===== config.mk =====
export PLATFORM = sky130hd
export DESIGN_NAME = hit_row_buffer
export DESIGN_NICKNAME = d
export VERILOG_FILES = /design/src/rtl/hrb_pkg.sv /design/src/rtl/hrb_sync.sv /design/src/rtl/hrb_scan.sv /design/src/rtl/hrb_slots.sv /design/src/rtl/hit_row_buffer.sv
export SDC_FILE = /design/constraint.sdc
export NUM_CORES = 1
export LEC_CHECK = 0
export BUFFER_PORTS_ARGS = -buffer_cell sky130_fd_sc_hd__clkbuf_2
export CAP_MARGIN = 20
export CELL_PAD_IN_SITES_DETAIL_PLACEMENT = 1
export CELL_PAD_IN_SITES_GLOBAL_PLACEMENT = 2
export CORE_MARGIN = 8
export CORE_UTILIZATION = 33
export DETAILED_ROUTE_END_ITERATION = 16
export GPL_TIMING_DRIVEN = 0
export PLACE_DENSITY = 0.59
export SYNTH_ARGS = -nofsm -noshare
export SYNTH_HDL_FRONTEND = slang
export SYNTH_SLANG_ARGS = --single-unit

===== constraint.sdc =====
create_clock -name clk -period 12 [get_ports clk]
set_input_delay 1.2 -clock clk [delete_from_list [all_inputs] [get_ports clk]]
set_output_delay 1.2 -clock clk [all_outputs]
set_load 0.05 [all_outputs]

===== src/rtl/hrb_pkg.sv =====
package hrb_pkg;
  typedef enum logic {RD_IDLE, RD_XFER} rd_state_e;
endpackage


===== src/rtl/hrb_sync.sv =====
module hrb_sync #(
  parameter int W = 42
) (
  input  logic         clk,
  input  logic         rst_n,
  input  logic [W-1:0] d_in,
  output logic [W-1:0] d_out
);
  logic [W-1:0] stage1;

  always_ff @(posedge clk or negedge rst_n) begin
    if (!rst_n) begin
      stage1 <= '0;
      d_out  <= '0;
    end else begin
      stage1 <= d_in;
      d_out  <= stage1;
    end
  end
endmodule


===== src/rtl/hrb_scan.sv =====
module hrb_scan #(
  parameter int NPIX  = 42,
  parameter int GRP_W = 6,
  parameter int TS_W  = 13,
  localparam int NGRP   = NPIX / GRP_W,
  localparam int GIDX_W = $clog2(NGRP)
) (
  input  logic              clk,
  input  logic              rst_n,
  input  logic              clear,
  input  logic              start,
  input  logic              override_en,
  input  logic [NPIX-1:0]   hits,
  input  logic [NPIX-1:0]   mask,
  input  logic [TS_W-1:0]   ts_in,
  output logic              busy,
  output logic              wr_en,
  output logic [GRP_W-1:0]  wr_pat,
  output logic [GIDX_W-1:0] wr_gidx,
  output logic [TS_W-1:0]   wr_ts
);
  localparam logic [GIDX_W-1:0] LAST_G = GIDX_W'(NGRP - 1);

  logic [NPIX-1:0] frozen;

  function automatic logic [GRP_W-1:0] group_bits(input logic [NPIX-1:0] v,
                                                  input logic [GIDX_W-1:0] g);
    return v[g*GRP_W +: GRP_W];
  endfunction

  always_ff @(posedge clk or negedge rst_n) begin
    if (!rst_n) begin
      frozen  <= '0;
      wr_ts   <= '0;
      busy    <= 1'b0;
      wr_gidx <= '0;
    end else if (clear) begin
      busy    <= 1'b0;
      wr_gidx <= '0;
    end else if (start) begin
      frozen  <= hits & ~mask;
      wr_ts   <= ts_in;
      busy    <= 1'b1;
      wr_gidx <= '0;
    end else if (busy) begin
      if (wr_gidx == LAST_G) busy <= 1'b0;
      else wr_gidx <= wr_gidx + 1'b1;
    end
  end

  assign wr_pat = group_bits(frozen, wr_gidx);
  assign wr_en  = busy && (override_en || (wr_pat != '0));

  assert_scan_ends_R2: assert property (@(posedge clk) disable iff (!rst_n)
    busy && wr_gidx == LAST_G && !clear |=> !busy);
  assert_scan_steps_R2: assert property (@(posedge clk) disable iff (!rst_n)
    busy && wr_gidx != LAST_G && !clear |=> busy && wr_gidx == $past(wr_gidx) + 1'b1);
  assert_group_range_R3: assert property (@(posedge clk) disable iff (!rst_n)
    wr_en |-> wr_gidx <= LAST_G);
endmodule


===== src/rtl/hrb_slots.sv =====
module hrb_slots
  import hrb_pkg::*;
#(
  parameter int SLOTS   = 19,
  parameter int ENTRY_W = 22,
  parameter int ROW_W   = 8,
  parameter logic [ROW_W-1:0] ROW_ADDR = '0
) (
  input  logic                     clk,
  input  logic                     rst_n,
  input  logic                     clear,
  input  logic                     wr_en,
  input  logic [ENTRY_W-1:0]       wr_entry,
  input  logic                     rd_start,
  input  logic                     out_ready,
  output logic                     reading,
  output logic                     overflow,
  output logic                     out_valid,
  output logic [ROW_W+ENTRY_W-1:0] out_data,
  output logic                     out_last,
  output logic                     rd_done
);
  rd_state_e          st;
  logic [SLOTS:0]     tok;
  logic [ENTRY_W-1:0] mem [SLOTS];
  logic [ENTRY_W-1:0] rd_word;
  logic               wr_ok;
  logic               full;

  assign full  = tok[SLOTS];
  assign wr_ok = wr_en && (st == RD_IDLE) && !clear && !full;

  always_ff @(posedge clk) begin
    for (int i = 0; i < SLOTS; i++)
      if (wr_ok && tok[i]) mem[i] <= wr_entry;
  end

  always_comb begin
    rd_word = '0;
    for (int i = 0; i < SLOTS; i++)
      if (tok[i]) rd_word |= mem[i];
  end

  always_ff @(posedge clk or negedge rst_n) begin
    if (!rst_n) begin
      tok      <= (SLOTS+1)'(1);
      st       <= RD_IDLE;
      overflow <= 1'b0;
      rd_done  <= 1'b0;
    end else if (clear) begin
      tok      <= (SLOTS+1)'(1);
      st       <= RD_IDLE;
      overflow <= 1'b0;
      rd_done  <= 1'b0;
    end else begin
      rd_done <= 1'b0;
      case (st)
        RD_IDLE: begin
          if (wr_en) begin
            if (full) overflow <= 1'b1;
            else tok <= tok << 1;
          end else if (rd_start) begin
            if (tok[0]) rd_done <= 1'b1;
            else begin
              tok <= tok >> 1;
              st  <= RD_XFER;
            end
          end
        end
        default: begin
          if (out_ready) begin
            if (tok[0]) begin
              st      <= RD_IDLE;
              rd_done <= 1'b1;
            end else tok <= tok >> 1;
          end
        end
      endcase
    end
  end

  assign reading   = (st == RD_XFER);
  assign out_valid = reading;
  assign out_last  = reading && tok[0];
  assign out_data  = {ROW_ADDR, rd_word};

  assert_token_onehot_R6: assert property (@(posedge clk) disable iff (!rst_n)
    $countones(tok) == 1);
  assert_overflow_sticky_R5: assert property (@(posedge clk) disable iff (!rst_n)
    overflow && !clear |=> overflow);
  assert_drop_flags_R5: assert property (@(posedge clk) disable iff (!rst_n)
    wr_en && full && st == RD_IDLE && !clear |=> overflow);
  assert_stall_hold_R8: assert property (@(posedge clk) disable iff (!rst_n)
    out_valid && !out_ready && !clear |=> out_valid && $stable(out_data));
  assert_done_quiet_R13: assert property (@(posedge clk) disable iff (!rst_n)
    rd_done |-> !out_valid);
endmodule


===== src/rtl/hit_row_buffer.sv =====
module hit_row_buffer #(
  parameter int NPIX  = 42,
  parameter int GRP_W = 6,
  parameter int SLOTS = 19,
  parameter int TS_W  = 13,
  parameter int ROW_W = 8,
  parameter logic [ROW_W-1:0] ROW_ADDR = 8'h2A,
  localparam int NGRP    = NPIX / GRP_W,
  localparam int GIDX_W  = $clog2(NGRP),
  localparam int ENTRY_W = TS_W + GRP_W + GIDX_W
) (
  input  logic                     clk,
  input  logic                     rst_n,
  input  logic [NPIX-1:0]          hit_in,
  input  logic                     sample,
  input  logic [TS_W-1:0]          ts_in,
  input  logic                     override_en,
  input  logic                     mask_we,
  input  logic [NPIX-1:0]          mask_wdata,
  output logic [NPIX-1:0]          mask_rdata,
  input  logic                     clear,
  input  logic                     rd_start,
  output logic                     out_valid,
  input  logic                     out_ready,
  output logic [ROW_W+ENTRY_W-1:0] out_data,
  output logic                     out_last,
  output logic                     rd_done,
  output logic                     overflow
);
  logic [NPIX-1:0]   hits_sync;
  logic [NPIX-1:0]   mask_q;
  logic              scan_busy, reading, sample_ok, rd_go;
  logic              wr_en;
  logic [GRP_W-1:0]  wr_pat;
  logic [GIDX_W-1:0] wr_gidx;
  logic [TS_W-1:0]   wr_ts;

  function automatic logic [ENTRY_W-1:0] pack_entry(input logic [TS_W-1:0] ts,
                                                    input logic [GRP_W-1:0] pat,
                                                    input logic [GIDX_W-1:0] g);
    return {ts, pat, g};
  endfunction

  always_ff @(posedge clk or negedge rst_n) begin
    if (!rst_n) mask_q <= '0;
    else if (mask_we) mask_q <= mask_wdata;
  end
  assign mask_rdata = mask_q;

  assign sample_ok = sample && !scan_busy && !reading && !clear;
  assign rd_go     = rd_start && !scan_busy;

  hrb_sync #(.W(NPIX)) u_sync (
    .clk(clk), .rst_n(rst_n), .d_in(hit_in), .d_out(hits_sync));

  hrb_scan #(.NPIX(NPIX), .GRP_W(GRP_W), .TS_W(TS_W)) u_scan (
    .clk(clk), .rst_n(rst_n), .clear(clear), .start(sample_ok),
    .override_en(override_en), .hits(hits_sync), .mask(mask_q), .ts_in(ts_in),
    .busy(scan_busy), .wr_en(wr_en), .wr_pat(wr_pat), .wr_gidx(wr_gidx),
    .wr_ts(wr_ts));

  hrb_slots #(.SLOTS(SLOTS), .ENTRY_W(ENTRY_W), .ROW_W(ROW_W), .ROW_ADDR(ROW_ADDR)) u_slots (
    .clk(clk), .rst_n(rst_n), .clear(clear), .wr_en(wr_en),
    .wr_entry(pack_entry(wr_ts, wr_pat, wr_gidx)), .rd_start(rd_go),
    .out_ready(out_ready), .reading(reading), .overflow(overflow),
    .out_valid(out_valid), .out_data(out_data), .out_last(out_last),
    .rd_done(rd_done));

  assert_scan_read_exclusive_R4: assert property (@(posedge clk) disable iff (!rst_n)
    !(scan_busy && reading));
  assert_busy_strobe_ignored_R4: assert property (@(posedge clk) disable iff (!rst_n)
    scan_busy && sample && !clear |=> $stable(wr_ts));
  assert_masked_bits_clear_R11: assert property (@(posedge clk) disable iff (!rst_n)
    sample_ok |=> (u_scan.frozen & $past(mask_q)) == '0);
endmodule


==> flow_summary_export.csv, run 1 <==
group,metric,value,unit
outcome,status,"complete, no violations",
yosys,syn_inst,1440,
yosys,yosysTopAreaCell,"edfxtp_1",
final_layout,fin_util,0.412,
route,via_per_inst,5.30,
grt,grt_pass1_wl,111000,um
critical_path,worstPathRequired,10.80,ns
yosys,synth.distinct_cells,46,
critical_path,cp_max_fo,10,
final_layout,drive_gt1_frac,0.232,
yosys,synth_mux_area_frac,0.0349,
yosys,yosysSeqAreaShare,0.774,
clock_network,post_cts_buffers,0,
yosys,synth-seq-cells,626,
yosys,synth_adder_area_share,0.00109,
floorplan,placeableCoreArea,68700,um^2
grt,grt_overflow,0,
clock_network,clk_latency,0.61,ns
floorplan,fp.dieW,280,um
grt,antenna_found_initial,1,
power,p_leak,10.2,nW
floorplan,die_area,78200,um^2
yosys,synth_xor_area_frac,0.000382,
clock_network,ctsResizeCount,0,
sta,max_freq,186,MHz
final_layout,nNetsFinal,1839,
power,ir_drop,95.5,uV
sta,rsz0062_at_grt,"no",
floorplan,start_util,0.334,
critical_path,cp-end-kind,"output pin",
placed_design,pre_cts_ws,6.65,ns
floorplan,ios,181,
route,drc,0,
worst_hold_path,min-delay-path-class,"reg -> reg",
critical_path,ff2ff_path_depth,11,
critical_path,cp.arrival,4.17,ns
placed_design,dp_hpwl,52700,um
route,antenna_left,0,
power,power_density,184,nW/um^2
yosys,yosys-top-cells-area,"edfxtp_1 55%, dfrtp_1 23%, a22oi_1 4.6%",
yosys,avgSynthCellArea,15.9,um^2
final_layout,final_cell_mix,"418 x edfxtp_1, 207 x dfrtp_1, 170 x clkbuf_2, 140 x a22oi_1, 105 x nand2_1",
clock_network,clock_sinks,626,
sta,hold_viol,0,
critical_path,cp-start-kind,"flip-flop",
sta,slew_viol_final,0,
sta,finalSetupViolCount,0,
yosys,ys_warn_count,0,
floorplan,fp.dieH,280,um
sta,period_needed,5.37,ns
sta,fin_worst_skew,0.0251,ns
clock_network,cts_max_path_buffers,3,
clock_network,cts-hold-fix-buffers,0,
sta,worst_slew_pin_slew,1.22,ns
yosys,async_reset_ff_frac,0.332,
sta,holdWs,0.327,ns
job,maxCapViolCount,0,
yosys,synth_compound_area_frac,0.106,
sta,fin_crit_sh,0.447,
worst_hold_path,hold_depth,0,
clock_network,path_clk_slew,0.06,ns
critical_path,crit_type,"reg -> out",
final_layout,fill_cells,6952,
clock_network,numCtsBuffers,70,
grt,track_usage,0.197,
clock_network,cts_max_level,3,
floorplan,rows,96,
clock_network,cts_tree,"built",
route,firstDrtPassIters,5,
final_layout,instances_no_fill,2718,
sta,slew_headroom,0.186,
grt,grt_max_degree,110,
grt,grt_pass1_vias,15300,
final_layout,syn2layout_area_growth,23.5,%
route,vias,14400,
yosys,synth_top_family_by_area,"compound AO/OA/AOI/OAI gates",
sta,setup_slack,6.63,ns
clock_network,cts_root_buffer,"clkbuf_16",
yosys,syn_area,22900,um^2
final_layout,final_common_cell,"edfxtp_1",
route,routedWlPerCell,28.9,um
placed_design,gp_congestion,0.789,
sta,fin_setup_tns,0,ns
yosys,synth-edff-count,418,
route,initialDrtViolationCount,1515,
placed_design,portBuffers,171,
yosys,synthFlopType,"edfxtp_1",
placed_design,dp_cells,2589,
yosys,yosys.area_share.simple,0.0612,
yosys,synth_top_area_share,0.547,
final_layout,antenna_cells,0,
route,drt-total-wl,78400,um
## kinds of logic (layout without fill, tap and decap cells)
logic type               Yosys count  count (layout)
AO/OA/AOI/OAI                    325             325
XOR/XNOR                           1               1
adder cells (fa/ha/maj)            2               2
buffers and inverters            121             462
flip-flops                       626             626
multiplexers                      73              73
other                              2               8
AND/OR/NAND/NOR                  290             290
## worst max-delay path, stage by stage, from the launching register on
cell	delay, ns
dfrtp_1	0.32
clkbuf_1	0.60
clkbuf_1	0.81
buf_1	0.90
a22oi_1	0.22
nand3_1	0.14
nor2_1	0.05
nand2_1	0.18
clkbuf_2	0.32
## state kept, by name, indices dropped and copies added, names as in the netlist
register           flops
u_scan.busy            1
u_scan.wr_gidx         3
u_sync.d_out          42
u_scan.frozen         42
u_slots.mem          418
u_slots.tok           20
u_slots.overflow       1
u_slots.rd_done        1
u_scan.wr_ts          13
u_sync.stage1         42
u_slots.out_valid      1
mask_rdata            42
## cell usage after synthesis, types with 22 or more instances
cell type,instances
a222oi_1,23
o21ai_0,44
nor2_1,52
a221oi_1,22
edfxtp_1,418
nand4_1,39
a21oi_1,25
nand3_1,22
a22oi_1,140
nand2b_1,44
dfrtp_1,207
clkbuf_1,79
nand2_1,105
o211ai_1,22
mux2_2,55
a22o_1,38
## stage by stage
stage               cell area (um^2)  total power [mW]
floorplan                      23000              2.85
global placement               25000              3.06
detailed placement             26000              3.10
CTS                            28300              5.26
global route                   28300              5.38
finish                         28300              5.21
## routing by layer
layer  wire length, um  share of wire  GRT usage
met1             32400           0.41      0.257
met2             38200           0.49      0.327
met3              5610          0.072     0.0431
met4              2260          0.029     0.0638
met5                 0              0          0
## cell type report
type | count | area (um^2) | share of cell area
plain buffers | 101 | 437 | 0.0154
clock buffers | 93 | 1980 | 0.0701
well taps | 931 | 1160 | 0.0411
flip-flops and latches | 626 | 17800 | 0.627
repair buffers | 214 | 1750 | 0.0619
inverters | 20 | 75.1 | 0.00265
clock inverters | 34 | 328 | 0.0116
multi-input cells | 699 | 4830 | 0.170
## worst paths after layout
| kind | startpoint | end | slack [ns] |
|---|---|---|---|
| setup reg to reg | u_scan.wr_gidx[0]$_DFFE_PN0P_ | u_slots.mem[1][11]$_DFFE_PP_ | 6.66 |
| max in group asynchronous | rst_n | u_sync.d_out[4]$_DFF_PN0_ | 10.29 |
| hold reg to reg | u_sync.stage1[9]$_DFF_PN0_ | u_sync.d_out[9]$_DFF_PN0_ | 0.33 |
| setup / recovery | u_slots.tok[5]$_DFFE_PN0P_ | out_data[14] | 6.63 |
| hold / removal | u_sync.stage1[9]$_DFF_PN0_ | u_sync.d_out[9]$_DFF_PN0_ | 0.33 |
| min in group asynchronous | rst_n | mask_rdata[31]$_DFFE_PN0P_ | 0.44 |
## where the power goes
group | internal (mW) | leakage, nW | switching (mW)
combinational | 0.133 | 2.74 | 0.358
sequential | 2.46 | 6.34 | 0.0951
clock | 1.29 | 1.14 | 0.868
total | 3.88 | 10.2 | 1.32
No activity file was read; power rests on OpenSTA's default activity.
==> run 2, diff against run 1 <==
--- a/config.mk
+++ b/config.mk
@@ -13,7 +13,7 @@
 export CORE_UTILIZATION = 33
 export DETAILED_ROUTE_END_ITERATION = 16
 export GPL_TIMING_DRIVEN = 0
-export PLACE_DENSITY = 0.59
+export PLACE_DENSITY = 0.62
 export SYNTH_ARGS = -nofsm -noshare
 export SYNTH_HDL_FRONTEND = slang
 export SYNTH_SLANG_ARGS = --single-unit
==> constraint.sdc (replaced) <==
create_clock -name clk -period 4.9 [get_ports clk]
set_input_delay 0.49 -clock clk [delete_from_list [all_inputs] [get_ports clk]]
set_output_delay 0.49 -clock clk [all_outputs]
set_load 0.05 [all_outputs]
==> flow_summary_export.csv, run 2 (synthesis gave the netlist of run 1 again) <==
group,metric,value,unit
sta,finalSetupViolCount,0,
final_layout,final_common_cell,"edfxtp_1",
grt,grt_pass1_wl,110000,um
final_layout,largest_reg_flops,418,
critical_path,crit_type,"reg -> reg",
critical_path,ff2ff_path_depth,9,
floorplan,die_area,78200,um^2
clock_network,clock_sinks,626,
final_layout,drive_gt1_frac,0.225,
route,vias,14400,
sta,worst_slew_pin_slew,1.20,ns
clock_network,cts_max_path_buffers,3,
placed_design,dp_hpwl,51800,um
outcome,status,"complete, no violations",
sta,fin_setup_tns,0,ns
final_layout,largest_register,"u_slots.mem",
final_layout,syn2layout_area_growth,24.4,%
route,initialDrtViolationCount,1294,
sta,setup_slack,0.537,ns
route,firstDrtPassIters,5,
sta,slew_viol_final,0,
clock_network,post_cts_buffers,0,
clock_network,path_clk_slew,0.06,ns
final_layout,final_cell_mix,"418 x edfxtp_1, 207 x dfrtp_1, 170 x clkbuf_2, 140 x a22oi_1, 105 x nand2_1",
sta,fin_crit_sh,0.890,
critical_path,worstSetupPathDepth,9,
final_layout,multi_input_area,4830,um^2
sta,rsz0062_at_grt,"no",
final_layout,fin_util,0.415,
route,routedWlPerCell,27.7,um
grt,track_usage,0.194,
power,total_power,12.5,mW
floorplan,ios,181,
placed_design,portBuffers,171,
floorplan,fp.dieW,280,um
route,drc,0,
sta,max_freq,229,MHz
final_layout,nNetsFinal,1879,
worst_hold_path,min-delay-path-class,"in -> reg",
clock_network,numCtsBuffers,71,
placed_design,gp_congestion,0.791,
sta,period_needed,4.36,ns
grt,grt_max_degree,107,
floorplan,placeableCoreArea,68700,um^2
critical_path,cp-start-kind,"flip-flop",
critical_path,cp_top_family,"compound AO/OA/AOI/OAI gates",
critical_path,worstPathRequired,5.38,ns
final_layout,regArea,17800,um^2
grt,grt_overflow,0,
worst_hold_path,min_to,"mask_rdata[27]$_DFFE_PN0P_",
clock_network,cts_root_buffer,"clkbuf_16",
worst_hold_path,hold_depth,2,
job,maxCapViolCount,0,
sta,hold_viol,0,
power,ir_drop,229,uV
critical_path,path_buf_inv,3,
critical_path,cp-end-kind,"flip-flop",
sta,slew_headroom,0.202,
grt,antenna_found_initial,5,
critical_path,slowest_delay,0.88,ns
clock_network,clk_latency,0.60,ns
critical_path,cp_max_fo,21,
power,power_density,439,nW/um^2
final_layout,fill_cells,6979,
power,p_leak,10.3,nW
clock_network,ctsResizeCount,0,
worst_hold_path,hold_start,"mask_wdata[27]",
placed_design,pre_cts_ws,-0.315,ns
critical_path,cp.arrival,4.84,ns
clock_network,cts_max_level,3,
grt,grt_pass1_vias,15600,
floorplan,fp.dieH,280,um
critical_path,crit_path_top_delay_cell,"a31o_2",
critical_path,crit_path_cell_trace,"buf_2, buf_4, mux2i_1, a22oi_1, a222oi_1, a31o_2, clkbuf_1, o211ai_1, a22o_1",
floorplan,rows,96,
critical_path,rrSetupSlack,0.54,ns
clock_network,cts_tree,"built",
critical_path,reg2reg_to,"u_slots.tok[6]$_DFFE_PN0P_",
route,drt-total-wl,76300,um
route,antenna_left,0,
sta,holdWs,0.119,ns
sta,fin_worst_skew,0.0140,ns
floorplan,start_util,0.334,
route,via_per_inst,5.23,
critical_path,worst_r2r_startpoint,"u_scan.wr_gidx[0]$_DFFE_PN0P_",
-- run 2: cell types whose count changed in the layout (fill, tap and decap cells not counted), sizes merged, moves of 3 or more --
cell,before,now
clkinv,26,22
diode,0,3
buf,65,61
dlygate4sd3,0,43
-- run 2: power by group --
part	internal (mW)	switching [mW]	leakage (nW)
registers	6.02	0.232	6.34
clock network	3.01	2.09	1.08
logic	0.338	0.844	2.88
-- run 2: worst max path at each step --
stage                                   from                             to  slack, ns
2_1_floorplan  u_scan.wr_gidx[2]$_DFFE_PN0P_    u_slots.mem[0][0]$_DFFE_PP_       1.02
6_report       u_scan.wr_gidx[0]$_DFFE_PN0P_     u_slots.tok[6]$_DFFE_PN0P_       0.54
3_3_place_gp   u_scan.wr_gidx[0]$_DFFE_PN0P_   u_slots.mem[0][12]$_DFFE_PP_      -2.14
4_1_cts        u_scan.wr_gidx[0]$_DFFE_PN0P_  u_slots.mem[10][10]$_DFFE_PP_       0.14
5_1_grt        u_scan.wr_gidx[0]$_DFFE_PN0P_    u_slots.tok[10]$_DFFE_PN0P_       0.17
3_5_place_dp   u_scan.wr_gidx[0]$_DFFE_PN0P_  u_slots.mem[10][10]$_DFFE_PP_      -0.31
-- run 2: metrics by stage --
step / area [um^2] / instances
finish: 28500 / 2755
global route: 28500 / 2752
CTS: 28500 / 2751
detailed placement: 25900 / 2587
global placement: 25000 / 2548
floorplan: 23000 / 1446
-- run 2: worst register-to-register path, cell delays in order, from the launching register on --
cell      delay (ns)
dfrtp_1         0.76
buf_2           0.42
buf_4           0.29
mux2i_1         0.30
a22oi_1         0.18
a222oi_1        0.59
a31o_2          0.88
clkbuf_1        0.49
o211ai_1        0.15
a22o_1          0.20
-- run 2: what timing repair did --
action / in CTS / in global routing
endpoints found under the hold margin: 71 / 0
cloned: 0 / 0
hold buffers: 43 / 0
endpoints found under the setup margin: 220 / 134
pin swaps: 0 / 0
-- run 2: per-layer routing --
metal  global-route usage  share of wire  vias to the layer above
li1                     -              -                     6228
met1                0.252           0.42                     7537
met2                0.322           0.48                      500
met3               0.0414          0.066                      130
met4               0.0605          0.030                        4
met5                    0        0.00035                        -
-- run 2: final cells by class --
type                            count  area share
Sequential cell                   626       0.622
Clock buffer                       94      0.0689
Tap cell                          931      0.0408
Buffer                             99      0.0151
Timing Repair Buffer              255      0.0726
Inverter                           20     0.00263
Clock inverter                     28     0.00829
Antenna cell                        3    0.000263
Multi-Input combinational cell    699       0.169
